$ cat config.mk
export PLATFORM = sky130hd
export DESIGN_NAME = csg_composite_sync
export DESIGN_NICKNAME = d
export VERILOG_FILES = /design/src/rtl/csg_pkg.sv /design/src/rtl/csg_raster_counter.sv /design/src/rtl/csg_field_decoder.sv /design/src/rtl/csg_level_painter.sv /design/src/rtl/csg_composite_sync.sv
export SDC_FILE = /design/constraint.sdc
export NUM_CORES = 1
export LEC_CHECK = 0
export ABC_CLOCK_PERIOD_IN_PS = 3500
export CELL_PAD_IN_SITES_DETAIL_PLACEMENT = 0
export CELL_PAD_IN_SITES_GLOBAL_PLACEMENT = 1
export CORE_ASPECT_RATIO = 0.8
export CORE_MARGIN = 2
export CORE_UTILIZATION = 43
export CTS_CLUSTER_SIZE = 10
export DETAILED_ROUTE_END_ITERATION = 10
export DONT_BUFFER_PORTS = 1
export HOLD_SLACK_MARGIN = 0.06
export PLACE_DENSITY_LB_ADDON = 0.1
export SKIP_LAST_GASP = 1
export SLEW_MARGIN = 20
export SYNTH_ARGS = -nofsm -noshare
export SYNTH_HDL_FRONTEND = slang
export SYNTH_SLANG_ARGS = --single-unit
$ cat constraint.sdc
create_clock -name clk_i -period 3.5 [get_ports clk_i]
set_input_delay 0.35 -clock clk_i [delete_from_list [all_inputs] [get_ports clk_i]]
set_output_delay 0.35 -clock clk_i [all_outputs]
set_load 0.005 [all_outputs]
$ cat src/rtl/csg_pkg.sv
package csg_pkg;

  typedef enum logic [1:0] {
    LVL_TIP   = 2'b00,
    LVL_BLANK = 2'b01,
    LVL_GRAY  = 2'b10,
    LVL_WHITE = 2'b11
  } lvl_e;

  typedef enum logic [1:0] {
    RG_EQ,
    RG_SERR,
    RG_VBLANK,
    RG_PICT
  } region_e;

endpackage

$ cat src/rtl/csg_raster_counter.sv
module csg_raster_counter #(
  parameter int LINE_CLKS = 1716,
  parameter int LINES     = 525,
  parameter int XW        = 11,
  parameter int LW        = 10
) (
  input  logic          clk_i,
  input  logic          rst_i,
  output logic [XW-1:0] x_o,
  output logic [LW-1:0] ln_o
);

  logic [XW-1:0] x_q;
  logic [LW-1:0] ln_q;
  logic          line_end;

  assign line_end = (x_q == XW'(LINE_CLKS - 1));

  always_ff @(posedge clk_i) begin
    if (rst_i) begin
      x_q  <= '0;
      ln_q <= '0;
    end else if (line_end) begin
      x_q  <= '0;
      ln_q <= (ln_q == LW'(LINES - 1)) ? '0 : ln_q + 1'b1;
    end else begin
      x_q <= x_q + 1'b1;
    end
  end

  assign x_o  = x_q;
  assign ln_o = ln_q;

  // a line ends and the next starts at position zero of the line
  a_r4_line_wrap: assert property (@(posedge clk_i) disable iff (rst_i)
    line_end |=> (x_q == '0));

endmodule

$ cat src/rtl/csg_field_decoder.sv
module csg_field_decoder
  import csg_pkg::*;
#(
  parameter int LINE_CLKS   = 1716,
  parameter int LINES       = 525,
  parameter int EQ_LINES    = 3,
  parameter int SERR_LINES  = 3,
  parameter int BLANK_LINES = 11,
  parameter int CNT_W       = 8,
  parameter int XW          = 11,
  parameter int LW          = 10,
  parameter int HLW         = 11
) (
  input  logic [XW-1:0]    x_i,
  input  logic [LW-1:0]    ln_i,
  output logic             field_o,
  output region_e          region_o,
  output logic [XW-1:0]    hpx_o,
  output logic [CNT_W-1:0] cnt_o
);

  localparam int HALF      = LINE_CLKS / 2;
  localparam int HL_EQ1    = 2 * EQ_LINES;
  localparam int HL_SERR   = HL_EQ1 + 2 * SERR_LINES;
  localparam int HL_EQ2    = HL_SERR + 2 * EQ_LINES;
  localparam int HL_VBLANK = HL_EQ2 + 2 * BLANK_LINES;
  localparam int F2_LINE   = (LINES - 1) / 2;

  logic           upper_half;
  logic [HLW-1:0] hl;
  logic [HLW-1:0] fh;

  always_comb begin
    upper_half = (x_i >= XW'(HALF));
    hl         = HLW'({ln_i, 1'b0}) + HLW'(upper_half);
    field_o    = (hl >= HLW'(LINES));
    fh         = field_o ? (hl - HLW'(LINES)) : hl;
    hpx_o      = upper_half ? (x_i - XW'(HALF)) : x_i;
    cnt_o      = field_o ? (CNT_W'(ln_i) - CNT_W'(F2_LINE)) : CNT_W'(ln_i);

    if (fh < HLW'(HL_EQ1))         region_o = RG_EQ;
    else if (fh < HLW'(HL_SERR))   region_o = RG_SERR;
    else if (fh < HLW'(HL_EQ2))    region_o = RG_EQ;
    else if (fh < HLW'(HL_VBLANK)) region_o = RG_VBLANK;
    else                           region_o = RG_PICT;
  end

endmodule

$ cat src/rtl/csg_level_painter.sv
module csg_level_painter
  import csg_pkg::*;
#(
  parameter int LINE_CLKS = 1716,
  parameter int FP_CLKS   = 32,
  parameter int HS_CLKS   = 127,
  parameter int BP_CLKS   = 85,
  parameter int EQ_CLKS   = 62,
  parameter int SERR_CLKS = 127,
  parameter int XW        = 11
) (
  input  logic [XW-1:0] x_i,
  input  logic [XW-1:0] hpx_i,
  input  region_e       region_i,
  input  logic [1:0]    bar_i,
  output lvl_e          level_o,
  output logic          stb_o
);

  localparam int HALF      = LINE_CLKS / 2;
  localparam int EQ_END    = FP_CLKS + EQ_CLKS;
  localparam int SERR_END  = FP_CLKS + HALF - SERR_CLKS;
  localparam int SYNC_END  = FP_CLKS + HS_CLKS;
  localparam int PICT_BEG  = SYNC_END + BP_CLKS;

  lvl_e bar_lvl;
  logic in_eq, in_serr, in_sync;

  always_comb begin
    unique case (bar_i)
      2'b00:   bar_lvl = LVL_BLANK;
      2'b01:   bar_lvl = LVL_GRAY;
      2'b10:   bar_lvl = LVL_WHITE;
      default: bar_lvl = LVL_GRAY;
    endcase
  end

  assign in_eq   = (hpx_i >= XW'(FP_CLKS)) && (hpx_i < XW'(EQ_END));
  assign in_serr = (hpx_i >= XW'(FP_CLKS)) && (hpx_i < XW'(SERR_END));
  assign in_sync = (x_i >= XW'(FP_CLKS)) && (x_i < XW'(SYNC_END));
  assign stb_o   = (x_i == XW'(FP_CLKS));

  always_comb begin
    level_o = LVL_BLANK;
    unique case (region_i)
      RG_EQ:     if (in_eq)   level_o = LVL_TIP;
      RG_SERR:   if (in_serr) level_o = LVL_TIP;
      RG_VBLANK: if (in_sync) level_o = LVL_TIP;
      RG_PICT: begin
        if (in_sync)                         level_o = LVL_TIP;
        else if (x_i >= XW'(PICT_BEG))       level_o = bar_lvl;
      end
    endcase
  end

endmodule

$ cat src/rtl/csg_composite_sync.sv
module csg_composite_sync
  import csg_pkg::*;
#(
  parameter int LINE_CLKS   = 1716,
  parameter int LINES       = 525,
  parameter int FP_CLKS     = 32,
  parameter int HS_CLKS     = 127,
  parameter int BP_CLKS     = 85,
  parameter int EQ_CLKS     = 62,
  parameter int SERR_CLKS   = 127,
  parameter int EQ_LINES    = 3,
  parameter int SERR_LINES  = 3,
  parameter int BLANK_LINES = 11,
  parameter int CNT_W       = 8
) (
  input  logic             clk_i,
  input  logic             rst_i,
  output logic [1:0]       level_o,
  output logic             field_o,
  output logic [CNT_W-1:0] line_cnt_o,
  output logic             hsync_stb_o
);

  localparam int XW  = $clog2(LINE_CLKS);
  localparam int LW  = $clog2(LINES);
  localparam int HLW = $clog2(2 * LINES);

  logic [XW-1:0]    x, hpx;
  logic [LW-1:0]    ln;
  logic             field_d, stb_d;
  region_e          region;
  logic [CNT_W-1:0] cnt_d;
  lvl_e             level_d;

  csg_raster_counter #(
    .LINE_CLKS(LINE_CLKS), .LINES(LINES), .XW(XW), .LW(LW)
  ) u_raster (
    .clk_i(clk_i), .rst_i(rst_i), .x_o(x), .ln_o(ln)
  );

  csg_field_decoder #(
    .LINE_CLKS(LINE_CLKS), .LINES(LINES), .EQ_LINES(EQ_LINES),
    .SERR_LINES(SERR_LINES), .BLANK_LINES(BLANK_LINES), .CNT_W(CNT_W),
    .XW(XW), .LW(LW), .HLW(HLW)
  ) u_decode (
    .x_i(x), .ln_i(ln), .field_o(field_d), .region_o(region),
    .hpx_o(hpx), .cnt_o(cnt_d)
  );

  csg_level_painter #(
    .LINE_CLKS(LINE_CLKS), .FP_CLKS(FP_CLKS), .HS_CLKS(HS_CLKS),
    .BP_CLKS(BP_CLKS), .EQ_CLKS(EQ_CLKS), .SERR_CLKS(SERR_CLKS), .XW(XW)
  ) u_paint (
    .x_i(x), .hpx_i(hpx), .region_i(region), .bar_i(cnt_d[CNT_W-1 -: 2]),
    .level_o(level_d), .stb_o(stb_d)
  );

  always_ff @(posedge clk_i) begin
    if (rst_i) begin
      level_o     <= LVL_BLANK;
      field_o     <= 1'b0;
      line_cnt_o  <= '0;
      hsync_stb_o <= 1'b0;
    end else begin
      level_o     <= level_d;
      field_o     <= field_d;
      line_cnt_o  <= cnt_d;
      hsync_stb_o <= stb_d;
    end
  end

  // Clocks since the previous line strobe, for the period check
  int   gap_q;
  logic seen_q;
  always_ff @(posedge clk_i) begin
    if (rst_i) begin
      gap_q  <= 0;
      seen_q <= 1'b0;
    end else if (hsync_stb_o) begin
      gap_q  <= 0;
      seen_q <= 1'b1;
    end else begin
      gap_q <= gap_q + 1;
    end
  end

  a_r1_reset_state: assert property (@(posedge clk_i)
    $past(rst_i) |-> (level_o == LVL_BLANK && !field_o &&
                      line_cnt_o == '0 && !hsync_stb_o));

  a_r10_strobe_on_tip: assert property (@(posedge clk_i) disable iff (rst_i)
    hsync_stb_o |-> (level_o == LVL_TIP));

  a_r10_strobe_period: assert property (@(posedge clk_i) disable iff (rst_i)
    (hsync_stb_o && seen_q) |-> (gap_q == LINE_CLKS - 1));

  a_r8_field_restarts_count: assert property (@(posedge clk_i) disable iff (rst_i)
    !$stable(field_o) |-> (line_cnt_o == '0));

  a_r9_count_steps_by_one: assert property (@(posedge clk_i) disable iff (rst_i)
    (!$stable(line_cnt_o) && $stable(field_o)) |->
      (line_cnt_o == CNT_W'($past(line_cnt_o) + 1'b1)));

endmodule

Word-level counts from Yosys, hierarchy flattened
Cells that the tools add are included.
{ "totals": {"register_bits": 33, "latchBits": 0, "mem_bits_rw": 0, "romBits": 0, "input_bits": 2, "elab_cells": 52, "n_memories": 0} }
{ "classes": {"addsub": 6, "n_mul": 0, "div_mod_pow": 0, "n_lt_le_gt_ge": 12, "n_eq_ne": 7, "shifts": 0, "mux": 15, "n_bitwise": 0, "reduce_logical": 6} }
{ "ops": {"columns": ["operator", "count"], "rows": [
  [">= comparator 11 x 10 -> 1 bit, second input constant", 2],
  [">= comparator 11 x 6 -> 1 bit, second input constant", 2],
  ["two-way mux 11 bit", 2],
  ["subtractor 11 x 10 -> 11 bit, second input constant", 2],
  ["adder 11 x 1 -> 11 bit", 1],
  ["adder 11 x 1 -> 11 bit, second input constant", 1],
  ["== test 11 bit, second input constant", 1],
  ["== test 11 x 6 -> 1 bit, second input constant", 1],
  [">= comparator 11 x 8 -> 1 bit, second input constant", 1],
  ["less-than comparator 11 x 10 -> 1 bit, second input constant", 1],
  ["less-than comparator 11 x 3 -> 1 bit, second input constant", 1],
  ["less-than comparator 11 x 4 -> 1 bit, second input constant", 1],
  ["less-than comparator 11 x 5 -> 1 bit, second input constant", 1],
  ["less-than comparator 11 x 6 -> 1 bit, second input constant", 1],
  ["less-than comparator 11 x 7 -> 1 bit, second input constant", 1],
  ["less-than comparator 11 x 8 -> 1 bit, second input constant", 1],
  ["adder 10 x 1 -> 10 bit, second input constant", 1],
  ["== test 10 bit, second input constant", 1],
  ["two-way mux 10 bit", 1],
  ["two-way mux 2 bit", 5],
  ["two-way mux 8 bit", 1],
  ["one-hot mux 2 bit (4 select lines)", 1],
  ["subtractor 8 x 3 -> 8 bit, second input constant", 1],
  ["== test 2 bit, second input constant", 3],
  ["6 further kinds", 12]
]} }

Logic depth before layout (Yosys ltp)
{ "depth": {"word_depth": 11, "ltp_mapped": 18} }

Modules after synthesis
A second synthesis with hierarchy kept.
{ "unflattened": {"hier_cells": 301, "area_unflattened_um2": 2423.6} }
{ "modules_own_cells": {"columns": ["mod", "instances", "cells_per_inst", "area_each_um2", "seq_area_each_um2"], "rows": [
  ["csg_raster_counter", 1, 114, 1027.2, 420.4],
  ["csg_field_decoder", 1, 135, 883.3, 0.0],
  ["csg_composite_sync", 1, 25, 326.6, 240.2],
  ["csg_level_painter", 1, 27, 186.4, 0.0]
]} }

Worst setup path before layout
No wires, ideal clock.
{ "synth_timing": {"kind": "reg-to-reg", "start": "reg u_raster.x_q[2] (netlist: u_raster.x_o[2])", "end": "reg level_o[0]", "setup_time_ps": 140, "t_arrival_ps": 3267, "setup_slack_ps": 94, "path_stages_with_launch": 17, "n_path_buf": 3, "synth_period_minus_slack_ps": 3406, "path_cell_list": "dfxtp_1 clkbuf_1 inv_1 ha_1 buf_4 a21oi_1 o21a_1 inv_2 ha_1 nor2b_1 clkbuf_1 nor3_1 a2111oi_0 o211ai_1 a211oi_1 mux2i_1 a31oi_1"} }
{ "synth_via": {"elab_chain_len": 11, "word_cells_on_any_way": 38, "cone_classes": "add/sub: 3; order compare: 12; eq/ne: 4; mux: 14; reduce/logical: 5"} }
{ "synth_rtl": {"columns": ["element", "line_no", "text"], "rows": [
  ["start, declared", "csg_raster_counter.sv:13", "logic [XW-1:0] x_q;"],
  ["start signal, assigned", "csg_raster_counter.sv:27", "x_q <= x_q + 1'b1;"],
  [">= comparator 11 x 10 -> 1 bit", "csg_field_decoder.sv:34", "upper_half = (x_i >= XW'(HALF));"],
  ["adder 11 x 1 -> 11 bit", "csg_field_decoder.sv:35", "hl = HLW'({ln_i, 1'b0}) + HLW'(upper_half);"],
  ["subtractor 11 x 10 -> 11 bit or >= comparator 11 x 10 -> 1 bit (tied branches)", "csg_field_decoder.sv:37, csg_field_decoder.sv:36", null],
  ["two-way mux 11 bit", "csg_field_decoder.sv:37", "fh = field_o ? (hl - HLW'(LINES)) : hl;"],
  ["less-than comparator 11 x 6 -> 1 bit", "csg_field_decoder.sv:44", "else if (fh < HLW'(HL_VBLANK)) region_o = RG_VBLANK;"],
  ["two-way mux 1 bit", "csg_field_decoder.sv:44", null],
  ["two-way mux 2 bit", "csg_field_decoder.sv:43", "else if (fh < HLW'(HL_EQ2)) region_o = RG_EQ;"],
  ["two-way mux 2 bit", "csg_field_decoder.sv:42", "else if (fh < HLW'(HL_SERR)) region_o = RG_SERR;"],
  ["two-way mux 2 bit", "csg_field_decoder.sv:41", "if (fh < HLW'(HL_EQ1)) region_o = RG_EQ;"],
  ["== test 2 bit, or another cell as far along", "csg_level_painter.sv:45", "unique case (region_i)"],
  ["one-hot mux 2 bit (4 select lines) *", "csg_level_painter.sv:45", null],
  ["end signal, assigned", "csg_composite_sync.sv:65", "level_o <= level_d;"],
  ["end, declared", "csg_composite_sync.sv:18", "output logic [1:0] level_o,"]
]} }
Mark *: on every way between the ends. The rest lies on a longest branch, timed or not.
A chain may end at the register's enable or synchronous reset.

Worst setup path in the final report
{ "layout_timing": {"start": "reg u_raster.x_q[1] (netlist: u_raster.x_o[1])", "end": "reg level_o[1]"} }
Same word-level chain as after synthesis.

==> flow_metrics.tcl <==
set metrics [dict create \
    status "complete, no violations" \
    nets 351 \
    maxClockFrequency_mhz 314.0 \
    dr.pass1.iters 4 \
    die_h_um 72.44 \
    synthSimpleGateAreaFrac_pct 28.13 \
    area_growth_pct 10.88 \
    setup_slack_ns 0.3156 \
    start_kind "flip-flop" \
    post_cts_resized 0 \
    ys_ff_latch 33 \
    yosysSeqAreaShare_pct 26.24 \
    final-max-slew-violation-count 0 \
    die_area_um2 6486 \
    antenna_found_initial 0 \
    synth_fa_ha_area_share_pct 5.467 \
    final_cell_mix "nor2_1 (46), nand2_1 (32), dfxtp_1 (32), buf_4 (22), o21ai_0 (18)" \
    grt_use_total_pct 21.42 \
    cp_max_fo 7 \
    vias 2401 \
    finClkSkew_ns 0.008002 \
    grt_max_degree 18 \
    hold_buffers 0 \
    rows 24 \
    final.setup.tns_ns 0 \
    synth_warnings 0 \
    n_fill_cell 550 \
    clkSlewWorstSetupHoldPaths_ns 0.08 \
    ys_types 64 \
    crit_type "flip-flop to flip-flop" \
    wl_per_cell_um 15.54 \
    place_ws_ns 0.1498 \
    die-width_um 89.55 \
    grt-ovfl-total 0 \
    n_antenna_cell 0 \
    vias_per_cell 5.758 \
    synth_top_family_by_area "simple AND/OR/NAND/NOR gates" \
    grt_pass1_wl_mm 10.74 \
    cap_violations 0 \
    synthFlopType "dfxtp_1" \
    critical-path-top-delay-family "compound AO/OA/AOI/OAI gates" \
    max-clock-path-buffers 2 \
    worst_path_max_delay_cell "a2111oi_0" \
    ios 14 \
    power_density_nw_per_um2 287.7 \
    synth-xor-area-share_pct 9.046 \
    final_common_cell "nor2_1" \
    synthMuxAreaShare_pct 1.590 \
    initial_core_util_pct 45.32 \
    cts_inserted_buffers 5 \
    drtIter0Drc 192 \
    core_region_area_um2 5555 \
    hold_path_class "input pin to flip-flop" \
    ir_worst_vdd_uv 194.3 \
    drive_gt1_share_pct 14.45 \
    max-slew-margin-rel_pct 56.07 \
    wl_mm 6.482 \
    placement.io_buffers 0 \
    drc 0 \
    syn_inst 333 \
    cts_sinks 33 \
    fin_util_pct 50.25 \
    synthesis.area_um2 2517 \
    cts_root_buf "clkbuf_8" \
    cp_cell_sequence "inv_1, ha_1, a21oi_1, o21a_1, inv_2, ha_1, nor2b_1, nor3_1, a2111oi_0, o211ai_1, a311oi_1, inv_1, o211a_1" \
    synth_area_per_cell_um2 7.560 \
    min_period_ns 3.184 \
    max_stage_delay_ns 0.43 \
    endpoint_kind "flip-flop" \
    hold_violations 0 \
    leakage_nw 1.070 \
    period_share_pct 90.98 \
    grt_pass1_vias 2134 \
    critical_path_arrival_ns 3.37 \
    synth_fp_nets 346 \
    worst_slew_pin_slew_ns 0.6534 \
    synthArstFlopShare_pct 0 \
    postRouteAntennaNets 0 \
    h-tree-depth 2 \
    cp_data_required_time_ns 3.69 \
    rsz0062_at_grt "no" \
    gp_congestion 0.9033 \
    dp_hpwl_mm 4.900 \
    clk_latency_ns 0.29 \
    post_cts_buffers 0 \
    crit_buf_inv 3 \
    setup_viol_count_final 0 \
    cts_tree "done" \
    synth_compound_gate_area_share_pct 23.21 \
    synth_edf_count 0 \
]
[layout make-up]
cell class / count / area, um2 / area share [%]
clock buffers: 5 / 68.82 / 2.465
clock inverters: 3 / 46.29 / 1.658
inverters: 11 / 41.29 / 1.479
multi-input cells: 265 / 1710 / 61.27
flip-flops and latches: 33 / 661.9 / 23.71
well taps: 78 / 97.59 / 3.496
repair buffers: 22 / 165.2 / 5.917
[worst register-to-register path, cell delays in order (launching register included)]
cell and delay (ns):
dfxtp_2 0.42, inv_1 0.12, ha_1 0.22, a21oi_1 0.20, o21a_1 0.22, inv_2 0.08
ha_1 0.26, nor2b_1 0.23, nor3_1 0.11, a2111oi_0 0.43, o211ai_1 0.19, a311oi_1 0.37
inv_1 0.09, o211a_1 0.14
[routing by layer]
layer / track usage [%] / wire length, um / vias to the layer above
met5: 0 / 0 / -
li1: - / - / 1190
met1: 35.32 / 3549 / 1111
met4: 5.970 / 64 / 0
met3: 4.551 / 422 / 10
met2: 26.88 / 2446 / 90
[worst paths after layout]
check | startpoint | to | slack (ns) | cells after the start
worst max-delay path | u_raster.x_o[1] | level_o[1] | 0.32 | 13
worst min-delay path | rst_i | u_raster.ln_o[1] | 0.11 | 1
worst max register to register | u_raster.x_o[1] | level_o[1] | 0.32 | 13
worst min register to register | u_raster.ln_o[0] | u_raster.ln_o[0] | 0.58 | 2
[where the power goes]
part	leakage [nW]	switching, mW	internal (mW)	total, mW
Combinational	0.749	0.0288	0.0167	0.0454
Clock	0.0543	0.162	0.213	0.375
Sequential	0.267	0.00406	0.378	0.382
[Yosys cell counts (9+ instances only)]
| library cell | count | area share [%] |
|---|---|---|
| a21oi_1 | 16 | 3.2 |
| clkbuf_1 | 14 | 2.1 |
| dfxtp_1 | 33 | 26 |
| ha_1 | 11 | 5.5 |
| inv_1 | 10 | 1.5 |
| nand2_1 | 32 | 4.8 |
| nand3_1 | 9 | 1.8 |
| nor2_1 | 46 | 6.9 |
| nor3_1 | 10 | 2.0 |
| o21ai_0 | 18 | 3.6 |
| xnor2_1 | 15 | 5.2 |
| xor2_1 | 11 | 3.8 |
[sequential cells by signal (all words and copies together) (netlist names)]
signal / flops
u_raster.ln_o: 10
line_cnt_o: 8
level_o: 2
field_o: 1
u_raster.x_o: 11
hsync_stb_o: 1
[logic make-up after synthesis]
logic type                 Yosys count
and+or+nand+nor                    143
AOI/OAI and AO/OA                   81
buffers and inverters               35
DFF                                 33
xor gates and xnor gates            26
adders and majority gates           11
muxes                                4
[per-stage QoR]
| step | instance area (um2) | instances | power [mW] | hold WS, ns |
|---|---|---|---|---|
| 2_1_floorplan | 2517 | 333 | 0.4221 | 0.4340 |
| 3_5_place_dp | 2663 | 409 | 0.4352 | 0.4286 |
| 5_1_grt | 2791 | 417 | 0.8341 | 0.1097 |
| 3_3_place_gp | 2663 | 409 | 0.4356 | 0.4246 |
| 6_report | 2791 | 417 | 0.8031 | 0.1143 |
| 4_1_cts | 2778 | 417 | 0.8169 | 0.1098 |
(Power assumes the default switching activity.)
